<file path="src/rtl/i2cRegPkg.sv">
package i2cRegPkg;

  localparam int REG_W     = 8;
  localparam int MAP_AW    = 4;
  localparam int MAP_DEPTH = 1 << MAP_AW;
  localparam int NUM_CFG   = 7;
  localparam int CH_W      = 2 * REG_W;

  localparam int CMD_VALID_BIT = 7;
  localparam int CMD_BLOCK_BIT = 4;

  localparam logic [MAP_AW-1:0] ADR_ID   = 4'hA;
  localparam logic [MAP_AW-1:0] ADR_CH0L = 4'hC;
  localparam logic [MAP_AW-1:0] ADR_CH0H = 4'hD;
  localparam logic [MAP_AW-1:0] ADR_CH1L = 4'hE;
  localparam logic [MAP_AW-1:0] ADR_CH1H = 4'hF;

  typedef enum logic [2:0] {
    ST_IDLE, ST_ADDR, ST_RX, ST_ACKOUT, ST_TX, ST_ACKIN
  } busState_t;

  typedef enum logic [1:0] {PH_CMD, PH_CNT, PH_DATA} wrPhase_t;

  typedef struct packed {
    logic             cmdWr;
    logic             cntWr;
    logic             dataWr;
    logic             rdTake;
    logic [REG_W-1:0] rxByte;
  } dpStrobe_t;

endpackage

</file>
<file path="src/rtl/i2cSlaveCtrl.sv">
module i2cSlaveCtrl
  import i2cRegPkg::*;
#(
  parameter logic [6:0] ADDR_SEL0 = 7'h2A,
  parameter logic [6:0] ADDR_SEL1 = 7'h3C,
  parameter logic [6:0] ADDR_SEL2 = 7'h4E
) (
  input  logic             clk,
  input  logic             rstN,
  input  logic [1:0]       addrSel,
  input  logic             sclIn,
  input  logic             sdaIn,
  input  logic [REG_W-1:0] rdByte,
  output dpStrobe_t        stb,
  output logic             sdaOe
);

  localparam int BIT_CW = $clog2(REG_W);
  localparam logic [BIT_CW-1:0] LAST_BIT = BIT_CW'(REG_W - 1);

  logic [6:0]        myAddr;
  logic              sclD, sdaD;
  logic              sclRise, sclFall, startDet, stopDet;
  busState_t         state;
  wrPhase_t          phase;
  logic [BIT_CW-1:0] bitCnt;
  logic [REG_W-1:0]  shReg, txReg;
  logic              got8, nextTx, mAck;
  logic              byteEnd, byteAck, loadTx;

  // slave address chosen once, while reset is held
  always_ff @(posedge clk) begin
    if (!rstN) begin
      case (addrSel)
        2'd0:    myAddr <= ADDR_SEL0;
        2'd1:    myAddr <= ADDR_SEL1;
        default: myAddr <= ADDR_SEL2;
      endcase
    end
  end

  always_ff @(posedge clk or negedge rstN) begin
    if (!rstN) begin
      sclD <= 1'b1;
      sdaD <= 1'b1;
    end else begin
      sclD <= sclIn;
      sdaD <= sdaIn;
    end
  end

  assign sclRise  = sclIn & ~sclD;
  assign sclFall  = ~sclIn & sclD;
  assign startDet = sclIn & sclD & sdaD & ~sdaIn;
  assign stopDet  = sclIn & sclD & ~sdaD & sdaIn;

  assign byteEnd = (state == ST_ADDR || state == ST_RX) && sclFall && got8
                   && !startDet && !stopDet;

  always_comb begin
    byteAck = 1'b0;
    if (state == ST_ADDR)    byteAck = (shReg[7:1] == myAddr);
    else if (state == ST_RX) byteAck = (phase != PH_CMD) || shReg[CMD_VALID_BIT];
  end

  assign loadTx = sclFall && !startDet && !stopDet &&
                  ((state == ST_ACKOUT && nextTx) || (state == ST_ACKIN && mAck));

  always_comb begin
    stb.cmdWr  = byteEnd && state == ST_RX && phase == PH_CMD && shReg[CMD_VALID_BIT];
    stb.cntWr  = byteEnd && state == ST_RX && phase == PH_CNT;
    stb.dataWr = byteEnd && state == ST_RX && phase == PH_DATA;
    stb.rdTake = loadTx;
    stb.rxByte = shReg;
  end

  always_ff @(posedge clk or negedge rstN) begin
    if (!rstN) begin
      state  <= ST_IDLE;
      phase  <= PH_CMD;
      bitCnt <= '0;
      shReg  <= '0;
      txReg  <= '0;
      got8   <= 1'b0;
      nextTx <= 1'b0;
      mAck   <= 1'b0;
    end else if (startDet) begin
      state  <= ST_ADDR;
      bitCnt <= '0;
      got8   <= 1'b0;
    end else if (stopDet) begin
      state <= ST_IDLE;
      got8  <= 1'b0;
    end else begin
      case (state)
        ST_ADDR, ST_RX: begin
          if (sclRise) begin
            shReg  <= {shReg[REG_W-2:0], sdaIn};
            bitCnt <= bitCnt + 1'b1;
            if (bitCnt == LAST_BIT) got8 <= 1'b1;
          end else if (byteEnd) begin
            got8  <= 1'b0;
            state <= byteAck ? ST_ACKOUT : ST_IDLE;
            if (state == ST_ADDR) begin
              nextTx <= shReg[0];
              phase  <= PH_CMD;
            end else begin
              nextTx <= 1'b0;
              if (phase == PH_CMD)
                phase <= shReg[CMD_BLOCK_BIT] ? PH_CNT : PH_DATA;
              else
                phase <= PH_DATA;
            end
          end
        end
        ST_ACKOUT: begin
          if (sclFall) begin
            bitCnt <= '0;
            if (nextTx) begin
              state <= ST_TX;
              txReg <= rdByte;
            end else begin
              state <= ST_RX;
            end
          end
        end
        ST_TX: begin
          if (sclFall) begin
            if (bitCnt == LAST_BIT) begin
              state <= ST_ACKIN;
            end else begin
              txReg  <= {txReg[REG_W-2:0], 1'b0};
              bitCnt <= bitCnt + 1'b1;
            end
          end
        end
        ST_ACKIN: begin
          if (sclRise) begin
            mAck <= ~sdaIn;
          end else if (sclFall) begin
            if (mAck) begin
              state  <= ST_TX;
              txReg  <= rdByte;
              bitCnt <= '0;
            end else begin
              state <= ST_IDLE;
            end
          end
        end
        default: ;
      endcase
    end
  end

  assign sdaOe = (state == ST_ACKOUT) || (state == ST_TX && !txReg[REG_W-1]);


  sda_drive_low_scl_chk: assert property (@(posedge clk) disable iff (!rstN)
    $rose(sdaOe) |-> !$past(sclIn));


  addr_miss_quiet_chk: assert property (@(posedge clk) disable iff (!rstN)
    (byteEnd && state == ST_ADDR && shReg[7:1] != myAddr) |=> (state == ST_IDLE && !sdaOe));


  bad_cmd_nack_chk: assert property (@(posedge clk) disable iff (!rstN)
    (byteEnd && state == ST_RX && phase == PH_CMD && !shReg[CMD_VALID_BIT]) |=> !sdaOe);


  master_nack_release_chk: assert property (@(posedge clk) disable iff (!rstN)
    (state == ST_ACKIN && sclFall && !mAck && !startDet && !stopDet) |=> (state == ST_IDLE && !sdaOe));


  start_restarts_chk: assert property (@(posedge clk) disable iff (!rstN)
    startDet |=> (state == ST_ADDR && !sdaOe));

endmodule

</file>
<file path="src/rtl/i2cRegDp.sv">
module i2cRegDp
  import i2cRegPkg::*;
#(
  parameter logic [REG_W-1:0] ID_VALUE = 8'h5A
) (
  input  logic             clk,
  input  logic             rstN,
  input  dpStrobe_t        stb,
  input  logic [CH_W-1:0]  chan0Data,
  input  logic [CH_W-1:0]  chan1Data,
  output logic [REG_W-1:0] rdByte,
  output logic [REG_W-1:0] ctrlReg,
  output logic [REG_W-1:0] timingReg,
  output logic [CH_W-1:0]  thrLow,
  output logic [CH_W-1:0]  thrHigh,
  output logic [REG_W-1:0] intCtrlReg
);

  localparam int CFG_IW = $clog2(NUM_CFG);

  logic [MAP_AW-1:0]               ptr;
  logic                            blockMode, cntPending;
  logic [REG_W-1:0]                remain;
  logic                            wrEn;
  logic [NUM_CFG-1:0][REG_W-1:0]   cfgArr;
  logic [REG_W-1:0]                regVal;

  // block mode drops bytes past the count
  assign wrEn = stb.dataWr && (!blockMode || remain != '0);

  always_ff @(posedge clk or negedge rstN) begin
    if (!rstN) begin
      ptr        <= '0;
      blockMode  <= 1'b0;
      cntPending <= 1'b0;
      remain     <= '0;
    end else if (stb.cmdWr) begin
      ptr        <= stb.rxByte[MAP_AW-1:0];
      blockMode  <= stb.rxByte[CMD_BLOCK_BIT];
      cntPending <= stb.rxByte[CMD_BLOCK_BIT];
      remain     <= '0;
    end else if (stb.cntWr) begin
      remain     <= stb.rxByte;
      cntPending <= 1'b0;
    end else if (wrEn) begin
      ptr <= ptr + 1'b1;
      if (blockMode) remain <= remain - 1'b1;
    end else if (stb.rdTake) begin
      if (cntPending) cntPending <= 1'b0;
      else            ptr        <= ptr + 1'b1;
    end
  end

  for (genvar g = 0; g < NUM_CFG; g++) begin : gCfg
    logic [REG_W-1:0] q;
    always_ff @(posedge clk or negedge rstN) begin
      if (!rstN)                              q <= '0;
      else if (wrEn && ptr == MAP_AW'(g))     q <= stb.rxByte;
    end
    assign cfgArr[g] = q;
  end

  always_comb begin
    regVal = '0;
    if (ptr < MAP_AW'(NUM_CFG)) begin
      regVal = cfgArr[ptr[CFG_IW-1:0]];
    end else begin
      case (ptr)
        ADR_ID:   regVal = ID_VALUE;
        ADR_CH0L: regVal = chan0Data[REG_W-1:0];
        ADR_CH0H: regVal = chan0Data[CH_W-1:REG_W];
        ADR_CH1L: regVal = chan1Data[REG_W-1:0];
        ADR_CH1H: regVal = chan1Data[CH_W-1:REG_W];
        default:  regVal = '0;
      endcase
    end
  end

  assign rdByte = cntPending ? (REG_W'(MAP_DEPTH) - REG_W'(ptr)) : regVal;

  assign ctrlReg    = cfgArr[0];
  assign timingReg  = cfgArr[1];
  assign thrLow     = {cfgArr[3], cfgArr[2]};
  assign thrHigh    = {cfgArr[5], cfgArr[4]};
  assign intCtrlReg = cfgArr[6];


  remain_no_grow_chk: assert property (@(posedge clk) disable iff (!rstN)
    !stb.cntWr |=> (remain <= $past(remain)));


  read_ptr_step_chk: assert property (@(posedge clk) disable iff (!rstN)
    (stb.rdTake && !cntPending && !stb.cmdWr && !stb.cntWr && !stb.dataWr)
      |=> (ptr == $past(ptr) + 1'b1));


  cfg_hold_chk: assert property (@(posedge clk) disable iff (!rstN)
    !stb.dataWr |=> $stable(cfgArr));


  strobe_excl_chk: assert property (@(posedge clk) disable iff (!rstN)
    $onehot0({stb.cmdWr, stb.cntWr, stb.dataWr, stb.rdTake}));

endmodule

</file>
<file path="src/rtl/i2cRegSlave.sv">
module i2cRegSlave
  import i2cRegPkg::*;
#(
  parameter logic [6:0]       SLV_ADDR_A = 7'h2A,
  parameter logic [6:0]       SLV_ADDR_B = 7'h3C,
  parameter logic [6:0]       SLV_ADDR_C = 7'h4E,
  parameter logic [REG_W-1:0] ID_VALUE   = 8'h5A
) (
  input  logic             clk,
  input  logic             rstN,
  input  logic [1:0]       addrSel,
  input  logic             sclIn,
  input  logic             sdaIn,
  output logic             sdaOe,
  input  logic [CH_W-1:0]  chan0Data,
  input  logic [CH_W-1:0]  chan1Data,
  output logic [REG_W-1:0] ctrlReg,
  output logic [REG_W-1:0] timingReg,
  output logic [CH_W-1:0]  thrLow,
  output logic [CH_W-1:0]  thrHigh,
  output logic [REG_W-1:0] intCtrlReg
);

  dpStrobe_t        stb;
  logic [REG_W-1:0] rdByte;

  i2cSlaveCtrl #(
    .ADDR_SEL0(SLV_ADDR_A),
    .ADDR_SEL1(SLV_ADDR_B),
    .ADDR_SEL2(SLV_ADDR_C)
  ) ctrl_i (
    .clk     (clk),
    .rstN    (rstN),
    .addrSel (addrSel),
    .sclIn   (sclIn),
    .sdaIn   (sdaIn),
    .rdByte  (rdByte),
    .stb     (stb),
    .sdaOe   (sdaOe)
  );

  i2cRegDp #(
    .ID_VALUE(ID_VALUE)
  ) dp_i (
    .clk        (clk),
    .rstN       (rstN),
    .stb        (stb),
    .chan0Data  (chan0Data),
    .chan1Data  (chan1Data),
    .rdByte     (rdByte),
    .ctrlReg    (ctrlReg),
    .timingReg  (timingReg),
    .thrLow     (thrLow),
    .thrHigh    (thrHigh),
    .intCtrlReg (intCtrlReg)
  );

endmodule

</file>
<file path="config.mk">
export PLATFORM = sky130hd
export DESIGN_NAME = i2cRegSlave
export DESIGN_NICKNAME = d
export VERILOG_FILES = /design/src/rtl/i2cRegPkg.sv /design/src/rtl/i2cSlaveCtrl.sv /design/src/rtl/i2cRegDp.sv /design/src/rtl/i2cRegSlave.sv
export SDC_FILE = /design/constraint.sdc
export NUM_CORES = 1
export LEC_CHECK = 0
export ABC_AREA = 1
export BUFFER_PORTS_ARGS = -buffer_cell sky130_fd_sc_hd__buf_2
export CAP_MARGIN = 20
export CORE_ASPECT_RATIO = 0.5
export CORE_MARGIN = 1
export CORE_UTILIZATION = 40
export CTS_CLUSTER_SIZE = 25
export DETAILED_ROUTE_END_ITERATION = 8
export REMOVE_ABC_BUFFERS = 1
export SETUP_SLACK_MARGIN = 0.05
export SYNTH_ARGS = -nofsm -noshare
export SYNTH_HDL_FRONTEND = slang
export SYNTH_HIERARCHICAL = 1
export SYNTH_SLANG_ARGS = --single-unit
</file>
<file path="constraint.sdc">
create_clock -name clk -period 5.3 [get_ports clk]
set_input_delay 0.53 -clock clk [delete_from_list [all_inputs] [get_ports clk]]
set_output_delay 0.53 -clock clk [all_outputs]
set_load 0.01 [all_outputs]
</file>
* After elaboration in Yosys (flattened, before gate mapping)
Cells that the tools add are included.
Storage, ports and cells: register bits after elaboration 106, input bits 38, output and inout port bits 57, word-level logic and storage cells 208
Operators by class: add/subtract/negate cells 4, $lt $le $gt $ge 2, eq/ne operators 47, muxes and demuxes 62, bitwise gates (word level) 14, reduce and logical (&&, ||, !) cells 57
Operator list (number):
- two-way mux 8 bit | 14
- two-way mux 3 bit | 20
- one-hot mux 8 bit (5 select lines) | 1
- binary-select mux 8 bit (select 3 bit) | 1
- one-hot mux 3 bit (4 select lines) | 2
- one-hot mux 8 bit (3 select lines) | 1
- logical AND 1 bit | 23
- equality test 4 bit, second input constant | 5
- two-way mux 4 bit | 5
- inequality test 4 x 1 -> 1 bit, second input constant | 5
- nonzero test 3 bit | 6
- inequality test 3 x 1 -> 1 bit, second input constant | 5
- inequality test 2 x 1 -> 1 bit, second input constant | 7
- one-hot mux 7 bit (2 select lines) | 1
- two-way mux 1 bit | 13
- equality test 4 x 3 -> 1 bit, second input constant | 3
- inequality test 4 bit, second input constant | 3
- AND reduction 10 bit | 1
- equality test 3 bit, second input constant | 3
- inequality test 3 bit, second input constant | 3
- AND reduction 9 bit | 1
- equality test 4 x 2 -> 1 bit, second input constant | 2
- two-way mux 2 bit | 4
- AND reduction 4 bit | 2
- other kinds (30) | 55

* Logic depth before layout (Yosys ltp)
Gate-level depths: netlist (run 1).
depth after elaboration 12, depth in mapped cells 17

* Hierarchy
Netlist (run 1), hierarchy kept.
By module, submodules not included:
- i2cRegDp | instances 1, cells an instance 601, area an instance 4331.7 µm²
- i2cSlaveCtrl | instances 1, cells an instance 253, area an instance 1860.5 µm²

* Worst setup path before layout (run 1)
No wires, ideal clock.
path kind reg2reg, start point register ctrl_i.sclD, end point register dp_i.gCfg[1].q[5], in the netlist dp_i/timingReg[5], arrival time 2.102 ns, data required time 5.175 ns, slack 3.072 ns, cell stages (with the launch flop) 13, clock period less this slack 2.228 ns, cells stage by stage dfstp_2 > inv_1 > nor2_1 > nand3_1 > inv_1 > nand2_1 > nor3_1 > nand2_4 > inv_8 > nand3_4 > buf_6 > nand2_1 > o21ai_1
RTL lines:
- from (decl) | line i2cSlaveCtrl.sv:22 | logic sclD, sdaD;
- from (signal assigned) | line i2cSlaveCtrl.sv:47 | sclD <= sclIn;
- to (signal assigned) | line i2cRegDp.sv:58 | else if (wrEn && ptr == MAP_AW'(g)) q <= stb.rxByte;
- to (decl) | line i2cRegDp.sv:55 | logic [REG_W-1:0] q;

* Worst setup path in the final report (run 1)
start point register dp_i.ptr[0], end point register ctrl_i.txReg[1]
Between the ends: cells in the longest elaborated chain, start to end 8, elaborated cells on any way between the ends 18, those cells by class add/sub (1); order compare (1); eq/ne (5); mux (11)
RTL lines:
- from (decl) | line i2cRegDp.sv:21 | logic [MAP_AW-1:0] ptr;
- from (signal assigned) | line i2cRegDp.sv:38 | ptr <= stb.rxByte[MAP_AW-1:0];
- from (signal assigned) | line i2cRegDp.sv:46 | ptr <= ptr + 1'b1;
- from (signal assigned) | line i2cRegDp.sv:50 | else ptr <= ptr + 1'b1;
- equality test 4 bit or binary-select mux 8 bit (select 3 bit) (tied branches) | line i2cRegDp.sv:68, i2cRegDp.sv:66
- one-hot mux 8 bit (5 select lines) or two-way mux 8 bit (tied branches) | line i2cRegDp.sv:68, i2cRegDp.sv:66
- two-way mux 8 bit | line i2cRegDp.sv:65 | if (ptr < MAP_AW'(NUM_CFG)) begin
- two-way mux 8 bit (*) | line i2cRegDp.sv:79 | assign rdByte = cntPending ? (REG_W'(MAP_DEPTH) - REG_W'(ptr)) : regVal;
- via rdByte[1] | line i2cRegSlave.sv:25 | logic [REG_W-1:0] rdByte;
- two-way mux 8 bit | line i2cSlaveCtrl.sv:141 | if (mAck) begin
- two-way mux 8 bit | line i2cSlaveCtrl.sv:140 | end else if (sclFall) begin
- two-way mux 8 bit | line i2cSlaveCtrl.sv:138 | if (sclRise) begin
- one-hot mux 8 bit (3 select lines) (*) | line i2cSlaveCtrl.sv:95 | case (state)
- to (signal assigned) | line i2cSlaveCtrl.sv:121 | txReg <= rdByte;
- to (signal assigned) | line i2cSlaveCtrl.sv:132 | txReg <= {txReg[REG_W-2:0], 1'b0};
- to (signal assigned) | line i2cSlaveCtrl.sv:143 | txReg <= rdByte;
- to (decl) | line i2cSlaveCtrl.sv:27 | logic [REG_W-1:0] shReg, txReg;
Mark *: on every way through the listed nets, which the timed path passes. The rest lies on a longest branch. The select of a mux whose other input is x is not followed. A chain may end at the register's enable or synchronous reset.

==> results.tsv, run 1 <==
stage	metric	value	unit
logic_synthesis	seq_area_frac_synth	0.425	
placement	gp_congestion	0.833	
logic_synthesis	ys_types	39	
logic_synthesis	syn-instance-count	854	
cells_and_area	drive_above_1_share	0.181	
setup_path	crit_buf_inv	2	
timing	hold_viol_final	0	
setup_path	path_class	flip-flop to flip-flop	
routing	wl	16.4	mm
clocking	insertion_delay	350	ps
cells_and_area	finalInstanceArea	7030	µm²
clocking	cts.sinks	104	
status	status	finished, final reports clean	
routing	vias_per_cell	5.02	
logic_synthesis	async_flop_share	0.952	
clocking	cts-root-buf	clkbuf_16	
floorplan	die_w	178	µm
timing	tns	0	ps
setup_path	path_max_fanout	30	
setup_path	critical-path-top-delay-family	flip-flops	
clocking	cts_made_buffers	9	
clocking	cts.path.max_buffers	2	
floorplan	io_pins	95	
logic_synthesis	synth_edf_count	5	
clocking	postCtsSetupBuffers	0	
floorplan	rows	31	
setup_path	worstPathCellList	inv_2 > ha_1 > nand2_1 > inv_2 > o21ai_1 > nand2_1 > nor2_1 > nand2_1 > nand2_1 > nand2_1 > nand2_1 > o21ai_0 > nand2_1 > o21ai_2	
clocking	cts_tree	built	
timing	max_freq	327	MHz
cells_and_area	final_util	0.475	
setup_path	worst_path_largest_cell_delay	1030	ps
routing	routedWlPerCell	14.4	µm
setup_path	crit_cells	14	
routing	drc	0	
pwr	vdd_drop_max	158	µV
floorplan	core	14800	µm²
setup_path	crit_path_end_kind	flip-flop	
clocking	cts_hold_buf	0	
cells_and_area	seqCellArea	2630	µm²
cells_and_area	nets	977	
flow_run	maxCapViolations	0	
routing	vias	5686	
timing	maxSlewHeadroom	0.309	
cells_and_area	num_antenna_cells	0	
setup_path	cp_slowest_cell	dfrtp_1	
setup_path	path_common_cell	nand2_1	
floorplan	die_y	90.0	µm
pwr	leakagePower	3.66	nW
timing	fin_crit	3060	ps
setup_path	worstPathArrival	3270	ps
global_routing	grt-ovfl-total	0	
global_routing	grt_usage	0.215	
clocking	htree_levels	3	
routing	ant_nets	0	
clocking	clk_pin_slew	80	ps
placement	place_area	6710	µm²
timing	rsz0062_at_grt	no	
global_routing	grt_pass1_vias	5286	
logic_synthesis	ys.flop_type	dfrtp_1	
cells_and_area	syn2layout_area_growth	13.5	%
logic_synthesis	synth_area	6190	µm²
floorplan	die_area	16000	µm²
logic_synthesis	yosysWarnings	6	
placement	dp_slack	2290	ps
timing	layout_setup_ws	2240	ps
global_routing	grt_pass1_wl	27.0	mm
timing	finalMaxSlewViolations	0	
global_routing	grt_max_degree	62	
setup_path	required	5520	ps
timing	setup_violations	0	
hold_path	hold_path.class	input pin to asynchronous set/reset pin	
routing	first_pass_iters	5	
pwr	powerDensity	261	nW/µm²
timing	tightest_slew	1040	ps
cells_and_area	multi_input_area	2950	µm²
timing	period_share	0.576	
pwr	power	1.84	mW
placement	hpwlAfterDp	11.8	mm
logic_synthesis	syn_area_per_cell	7.25	µm²
setup_path	r2r_cells	14	
global_routing	antenna_found_initial	0	
routing	drt-initial-drc-count	532	
timing	skew	9.60	ps
cells_and_area	fill_cells	1463	
floorplan	start_util	0.419	
clocking	post_cts_resized	0	
setup_path	cp-start-kind	flip-flop	
placement	portBuffers	94	
logic_synthesis	yosys_register_bits	104	
## synth_stat cells, types with 6 or more instances
master   instances  area (µm²)
dfrtp_1         97        2430
buf_2           14        70.1
inv_2           15        56.3
nand3_4          7         123
nand2_1        275        1030
buf_6           10         113
o21ai_0         34         170
nand2_2          6        37.5
o21ai_1         72         360
inv_1           88         330
ha_1             9         113
nor2_1          76         285
a21oi_1         15        75.1
nand3_1         75         375
## kinds of logic (layout without fill, tap and decap cells)
family                     after synthesis  in the layout  synth area share
xor gates and xnor gates                 1              1           0.00141
DFF                                    104            104             0.425
adders and majority gates                9              9            0.0182
and+or+nand+nor                        476            476             0.348
muxes                                    2              2           0.00323
AOI/OAI and AO/OA                      127            127             0.105
buffers and inverters                  135            216            0.0988
## path summary, 6_finish.rpt
path	start	endpoint	slack [ps]
worst min register to register	ctrl_i/bitCnt[1]$_DFFE_PN0P_	ctrl_i/bitCnt[1]$_DFFE_PN0P_	490
worst max register to register	dp_i/ptr[0]$_DFFE_PN0P_	ctrl_i/txReg[1]$_DFFE_PN0P_	2240
max in group asynchronous	rstN	dp_i/gCfg[3].q[5]$_DFFE_PN0P_	3970
worst min-delay path	rstN	ctrl_i/shReg[5]$_DFFE_PN0P_	290
worst max-delay path	dp_i/ptr[0]$_DFFE_PN0P_	ctrl_i/txReg[1]$_DFFE_PN0P_	2240
min in group clk	sdaIn	ctrl_i/sdaD$_DFF_PN1_	300
## cells in the final DEF (no fill, tap or decap), types with 3 or more instances in the layout
cell / count
nand4_1: 5
nand3_4: 7
a21oi_1: 15
edfxtp_1: 5
inv_2: 15
dfrtp_1: 97
nand3_1: 75
nand2_4: 4
clkbuf_16: 10
o21ai_1: 72
nor2_2: 5
nor2_4: 5
nand2_1: 275
or2_2: 4
buf_2: 93
nand3_2: 3
ha_1: 9
o21ai_0: 34
inv_1: 88
nor2_1: 76
nor3_1: 5
nand2_2: 6
clkinv_2: 3
## power breakdown
| part | total (mW) | leakage, nW | switching (mW) | internal, mW |
|---|---|---|---|---|
| logic | 0.233 | 2.15 | 0.170 | 0.0633 |
| clock network | 0.704 | 0.150 | 0.308 | 0.395 |
| registers | 0.898 | 1.36 | 0.0554 | 0.843 |
## registers in the layout, summed over array words and instances (netlist names)
register and flops:
dp_i/gCfg.q 32, ctrl_i/shReg 8, ctrl_i/txReg 8, dp_i/ctrlReg 8, dp_i/intCtrlReg 8, dp_i/remain 8, dp_i/timingReg 8, ctrl_i/myAddr 5
dp_i/ptr 4, ctrl_i/bitCnt 3, ctrl_i/state 3, ctrl_i/phase 2, ctrl_i/got8 1, ctrl_i/mAck 1, ctrl_i/nextTx 1, ctrl_i/sclD 1
ctrl_i/sdaD 1, dp_i/blockMode 1, dp_i/cntPending 1
## per-layer routing
metal	global-route usage	vias up	part of all wire	wire length, µm
met1	0.319	2629	0.50	8160
li1	-	2872	-	-
met4	0.0470	0	0.011	175
met2	0.323	170	0.44	7180
met5	0	-	0	0
met3	0.0402	15	0.051	834
## area by class of cell
class                      count  area share
tap                          198      0.0353
clock inverter                 6     0.00908
multi-input combinational    615       0.420
clock buffer                  10      0.0356
timing repair buffer          95      0.0684
inverter                     105      0.0573
sequential                   104       0.374
## through the flow
step                      instances  hold WS, ps
after floorplan                 824          234
after detailed placement       1117          475
final                          1133          290
after global routing           1133          289
after CTS                      1133          294
after global placement         1117          464
Power figures use the tool's default switching activity.
==> inputs of run 2 (changes only) <==
==> constraint.sdc (replaced) <==
create_clock -name clk -period 2.5 [get_ports clk]
set_input_delay 0.25 -clock clk [delete_from_list [all_inputs] [get_ports clk]]
set_output_delay 0.25 -clock clk [all_outputs]
set_load 0.01 [all_outputs]
==> run 2 against run 1 <==
First-iteration DRC count down 27%. Fmax up 36%. Sequential share of layout area down 1.0 points. Via count down 0.93%. Clock-buffer cell count unchanged. Final area up 2.7%. Clock power up 140%. Sequential power up 110%. Combinational power up 110%. Critical path type unchanged. Highest routed layer unchanged.
==> results.tsv, run 2 (synthesis gave the netlist of run 1 again) <==
stage	metric	value	unit
status	status	finished, final reports clean	
cells_and_area	finalInstanceArea	7220	µm²
clocking	cts_made_buffers	9	
placement	place_area	6820	µm²
setup_path	path_max_fanout	16	
setup_path	cp_slowest_cell	dfrtp_1	
flow_run	maxCapViolations	0	
routing	drt-initial-drc-count	391	
global_routing	grt-ovfl-total	0	
cells_and_area	nets	992	
floorplan	rows	31	
pwr	vdd_drop_max	379	µV
setup_path	worst_path_largest_cell_delay	450	ps
timing	period_share	0.899	
routing	ant_nets	0	
setup_path	r2r_setup_slack	250	ps
timing	finalMaxSlewViolations	0	
pwr	powerDensity	566	nW/µm²
floorplan	die_area	16000	µm²
cells_and_area	final_cell_mix	273 x nand2_1, 97 x dfrtp_1, 93 x buf_2, 87 x inv_1	
setup_path	worstPathArrival	2470	ps
setup_path	worstPathCellList	inv_1 > nand3_1 > nand2_2 > nand3_1 > inv_1 > nand2_1 > nor3_1 > buf_4 > nand2_4 > inv_8 > nand3_4 > nand2_1 > o21ai_1	
timing	tightest_slew	656	ps
routing	drc	0	
routing	routedWlPerCell	14.2	µm
timing	max_freq	445	MHz
timing	maxSlewHeadroom	0.563	
clocking	clk_pin_slew	70	ps
floorplan	die_y	90.0	µm
clocking	cts-root-buf	clkbuf_16	
floorplan	die_w	178	µm
routing	vias_per_cell	4.91	
placement	portBuffers	94	
routing	vias	5633	
setup_path	cp-start-kind	flip-flop	
setup_path	crit_path_end_kind	flip-flop	
cells_and_area	largest_register_ffs	32	
placement	gp_congestion	0.845	
setup_path	required	2720	ps
clocking	cts_tree	built	
clocking	cts.sinks	104	
hold_path	hold_path.class	input pin to flip-flop	
global_routing	antenna_found_initial	0	
clocking	cts.path.max_buffers	2	
pwr	leakagePower	3.75	nW
cells_and_area	layout_commonest_cell	nand2_1	
routing	first_pass_iters	5	
timing	tns	0	ps
cells_and_area	drive_above_1_share	0.197	
floorplan	core	14800	µm²
global_routing	grt_usage	0.209	
floorplan	io_pins	95	
cells_and_area	num_antenna_cells	0	
placement	hpwlAfterDp	12.0	mm
routing	wl	16.3	mm
timing	setup_violations	0	
timing	fin_crit	2250	ps
floorplan	start_util	0.419	
cells_and_area	syn2layout_area_growth	16.6	%
cells_and_area	top_register	dp_i/gCfg.q	
global_routing	grt_max_degree	85	
global_routing	grt_pass1_vias	5251	
clocking	insertion_delay	350	ps
timing	hold_viol_final	0	
clocking	htree_levels	3	
timing	skew	10.9	ps
global_routing	grt_pass1_wl	26.5	mm
clocking	postCtsSetupBuffers	0	
setup_path	path_class	flip-flop to flip-flop	
timing	rsz0062_at_grt	yes	
## run 2: cell count changes in the layout (fill, tap and decap cells not counted), moves of 2 or more
cell / change
buf_4: +12
clkinv_2: -2
bufinv_16: +2
nand2_2: +2
nand2_1: -2
## run 2: cell type report
| type | instances | area [µm²] |
|---|---|---|
| Clock inverter | 6 | 114 |
| Fill cell | 1453 | 7560 |
| Inverter | 105 | 403 |
| Clock buffer | 10 | 239 |
| Sequential cell | 104 | 2630 |
| Multi-Input combinational cell | 616 | 2980 |
| Timing Repair Buffer | 109 | 601 |
| Tap cell | 198 | 248 |
## run 2: timing repair
item / CTS / global route
setup endpoints to repair: 0 / 29
hold buffers: 1 / 0
gates resized for setup: 0 / 6
hold endpoints to repair: 13 / 0
## run 2: power breakdown
group	internal, mW	total [mW]	switching [mW]	leakage [nW]
logic	0.139	0.496	0.357	2.22
registers	1.79	1.91	0.126	1.36
clock network	1.01	1.68	0.668	0.165
## run 2: final timing paths
path	startpoint	end	cells past startpoint
max	ctrl_i/state[1]$_DFFE_PN0P_	dp_i/timingReg[6]$_DFFE_PN0P_	13
min	sdaIn	ctrl_i/sdaD$_DFF_PN1_	1
max reg2reg	ctrl_i/state[1]$_DFFE_PN0P_	dp_i/timingReg[6]$_DFFE_PN0P_	13
min reg2reg	ctrl_i/bitCnt[2]$_DFFE_PN0P_	ctrl_i/bitCnt[2]$_DFFE_PN0P_	2
max in group asynchronous	rstN	dp_i/gCfg[5].q[1]$_DFFE_PN0P_	3
min in group asynchronous	rstN	ctrl_i/shReg[3]$_DFFE_PN0P_	2
## run 2: worst max-delay path, delay by kind of cell (launching register included)
family          cells  cell delay (ps)
buf+inv             4              500
simple gates        8             1090
compound gates      1               70
flops               1              450
## run 2: through the flow
stage / worst slack (ps) / cells / total power [mW] / util / hold WS [ps]
after floorplan: 172 / 824 / 2.20 / - / -45.6
after global placement: 317 / 1130 / 2.43 / 0.462 / 145
after detailed placement: 191 / 1130 / 2.44 / 0.462 / 143
after CTS: 171 / 1147 / 4.10 / 0.486 / 14.1
after global routing: 32.4 / 1148 / 4.27 / 0.488 / 13.6
final: 253 / 1148 / 4.09 / 0.488 / 23.5
## run 2: routing by layer
| metal | vias up | wire (µm) | GRT usage |
|---|---|---|---|
| li1 | 2899 | - | - |
| met1 | 2595 | 8190 | 0.303 |
| met2 | 128 | 7220 | 0.324 |
| met3 | 11 | 817 | 0.0389 |
| met4 | 0 | 124 | 0.0420 |
| met5 | - | 0 | 0 |
==> inputs of run 3 (changes only) <==
--- a/config.mk
+++ b/config.mk
@@ -11,9 +11,9 @@
 export CORE_ASPECT_RATIO = 0.5
 export CORE_MARGIN = 1
 export CORE_UTILIZATION = 40
+export CTS_BUF_LIST = sky130_fd_sc_hd__clkbuf_8
 export CTS_CLUSTER_SIZE = 25
 export DETAILED_ROUTE_END_ITERATION = 8
-export REMOVE_ABC_BUFFERS = 1
 export SETUP_SLACK_MARGIN = 0.05
 export SYNTH_ARGS = -nofsm -noshare
 export SYNTH_HDL_FRONTEND = slang
==> constraint.sdc (replaced) <==
create_clock -name clk -period 2.9 [get_ports clk]
set_input_delay 0.29 -clock clk [delete_from_list [all_inputs] [get_ports clk]]
set_output_delay 0.29 -clock clk [all_outputs]
set_load 0.01 [all_outputs]
==> run 3 against run 2 <==
Core utilization shrank 1.5 points. Clock power shrank 48%. Setup slack gained 220 ps. Final area shrank 3.0%. Die area is the same. Highest routed layer unchanged.
==> results.tsv, run 3 (synthesis gave the netlist of run 1 again) <==
stage	metric	value	unit
status	status	finished, final reports clean	
timing	fin_crit	2430	ps
setup_path	r2r_setup_slack	470	ps
routing	ant_nets	0	
placement	gp_congestion	0.890	
setup_path	worst_path_largest_cell_delay	470	ps
placement	dp_slack	510	ps
timing	layout_setup_ws	471	ps
cells_and_area	top_register	dp_i/gCfg.q	
timing	max_freq	412	MHz
routing	vias_per_cell	4.99	
setup_path	cp-start-kind	flip-flop	
flow_run	maxCapViolations	0	
floorplan	io_pins	95	
floorplan	die_area	16000	µm²
timing	hold_viol_final	0	
cells_and_area	final_cell_mix	275 x nand2_1, 97 x dfrtp_1, 93 x buf_2, 88 x inv_1, 76 x nor2_1	
global_routing	grt_max_degree	100	
floorplan	start_util	0.419	
clocking	cts.sinks	104	
global_routing	grt_usage	0.206	
pwr	powerDensity	426	nW/µm²
clocking	htree_levels	3	
clocking	insertion_delay	380	ps
setup_path	r2r_end	dp_i/remain[5]$_DFFE_PN0P_	
floorplan	rows	31	
routing	drc	0	
clocking	cts.path.max_buffers	2	
floorplan	die_y	90.0	µm
cells_and_area	drive_above_1_share	0.190	
global_routing	grt_pass1_vias	4904	
placement	portBuffers	94	
placement	hpwlAfterDp	12.0	mm
setup_path	crit_path_end_kind	flip-flop	
cells_and_area	syn2layout_area_growth	13.1	%
setup_path	path_max_fanout	11	
clocking	clk_pin_slew	110	ps
routing	drt-initial-drc-count	414	
timing	tightest_slew	687	ps
timing	setup_violations	0	
timing	rsz0062_at_grt	no	
global_routing	grt_pass1_wl	25.9	mm
timing	period_share	0.838	
floorplan	core	14800	µm²
routing	vias	5710	
routing	wl	16.2	mm
timing	finalMaxSlewViolations	0	
floorplan	die_w	178	µm
setup_path	r2r_cells	11	
clocking	post_cts_resized	0	
setup_path	cp_slowest_cell	dfrtp_1	
global_routing	antenna_found_initial	0	
logic_synthesis	syn_nets	901	
cells_and_area	fill_cells	1529	
hold_path	hold_path.class	input pin to flip-flop	
pwr	vdd_drop_max	228	µV
clocking	cts_made_buffers	9	
global_routing	grt-ovfl-total	0	
clocking	cts-root-buf	clkbuf_8	
setup_path	path_common_cell	nand2_1	
timing	maxSlewHeadroom	0.542	
setup_path	rr_startpoint	ctrl_i/state[1]$_DFFE_PN0P_	
setup_path	worstPathArrival	2750	ps
cells_and_area	layout_commonest_cell	nand2_1	
routing	routedWlPerCell	14.1	µm
timing	skew	17.7	ps
cells_and_area	largest_register_ffs	32	
clocking	cts_tree	built	
hold_path	min_to	ctrl_i/sdaD$_DFF_PN1_	
cells_and_area	nets	989	
setup_path	required	3220	ps
setup_path	path_class	flip-flop to flip-flop	
timing	tns	0	ps
hold_path	hold_path.startpoint	sdaIn	
hold_path	whs_path_depth	1	
routing	first_pass_iters	5	
setup_path	worstPathCellList	inv_1 > nand3_1 > nand2_1 > nand3_1 > inv_1 > nand2_1 > nor2_1 > inv_1 > a21oi_1 > nand2_1 > nand2_1	
cells_and_area	num_antenna_cells	0	
pwr	leakagePower	3.67	nW
==> run 3: changes by cell type in the layout (fill, tap and decap cells not counted), moves of 2 or more <==
cell / delta
clkbuf_16: -9
inv_8: +2
nand2_2: -2
bufinv_16: -3
clkbuf_8: +8
clkinvlp_4: -2
nand2_1: +2
buf_4: -2
==> run 3: timing repair <==
| action | 4_1_cts | 5_1_grt |
|---|---|---|
| hold buffers | 1 | 0 |
| endpoints found under the hold margin | 34 | 0 |
| setup buffers | 0 | 0 |
==> run 3: per-layer routing <==
layer | part of all wire | vias up | global-route usage | wire length (µm)
li1 | - | 2898 | - | -
met1 | 0.51 | 2644 | 0.311 | 8170
met2 | 0.43 | 162 | 0.305 | 6940
met3 | 0.061 | 6 | 0.0406 | 988
met4 | 0.0042 | 0 | 0.0335 | 68
met5 | 0 | - | 0 | 0
==> run 3: stage by stage <==
step | instance area (µm²) | std cells | util | hold WS, ps | total power [mW]
global placement | 6810 | 1128 | 0.461 | 409 | 2.12
CTS | 7000 | 1145 | 0.474 | 7.13 | 3.02
finish | 7000 | 1145 | 0.474 | 31.2 | 2.98
global route | 7000 | 1145 | 0.474 | 9.87 | 3.15
floorplan | 6190 | 854 | - | -5.59 | 1.90
detailed placement | 6810 | 1128 | 0.461 | 405 | 2.13
==> run 3: layout make-up <==
cell class | instances | area (µm²) | share of cell area
tap | 198 | 248 | 0.0354
sequential | 104 | 2630 | 0.376
timing repair buffer | 107 | 586 | 0.0836
clock inverter | 7 | 60.1 | 0.00858
clock buffer | 9 | 124 | 0.0177
inverter | 105 | 403 | 0.0576
multi-input combinational | 615 | 2950 | 0.421
==> run 3: worst max-delay path by stage <==
stage / slack [ps] / end / start / cells after the start
2_1_floorplan: 670 / dp_i/timingReg[5]$_DFFE_PN0P_ / ctrl_i/sclD$_DFF_PN1_ / 12
3_3_place_gp: 570 / dp_i/timingReg[4]$_DFFE_PN0P_ / ctrl_i/sclD$_DFF_PN1_ / 11
3_5_place_dp: 510 / dp_i/timingReg[1]$_DFFE_PN0P_ / ctrl_i/sclD$_DFF_PN1_ / 11
4_1_cts: 500 / dp_i/timingReg[1]$_DFFE_PN0P_ / ctrl_i/sclD$_DFF_PN1_ / 11
5_1_grt: 180 / dp_i/gCfg[5].q[0]$_DFFE_PN0P_ / ctrl_i/state[1]$_DFFE_PN0P_ / 12
6_report: 470 / dp_i/remain[5]$_DFFE_PN0P_ / ctrl_i/state[1]$_DFFE_PN0P_ / 11
==> run 3: worst max-delay path, delay by kind of cell (launching register included) <==
| family | cells | cell delay (ps) |
|---|---|---|
| AO/OA/AOI/OAI | 1 | 400 |
| buffers and inverters | 3 | 500 |
| flip-flops | 1 | 470 |
| AND/OR/NAND/NOR | 7 | 1010 |
==> run 3: power breakdown <==
group / leakage [nW] / internal [mW] / switching [mW]
sequential: 1.36 / 1.54 / 0.101
combinational: 2.21 / 0.119 / 0.344
clock: 0.0984 / 0.332 / 0.548
total: 3.67 / 1.99 / 0.993
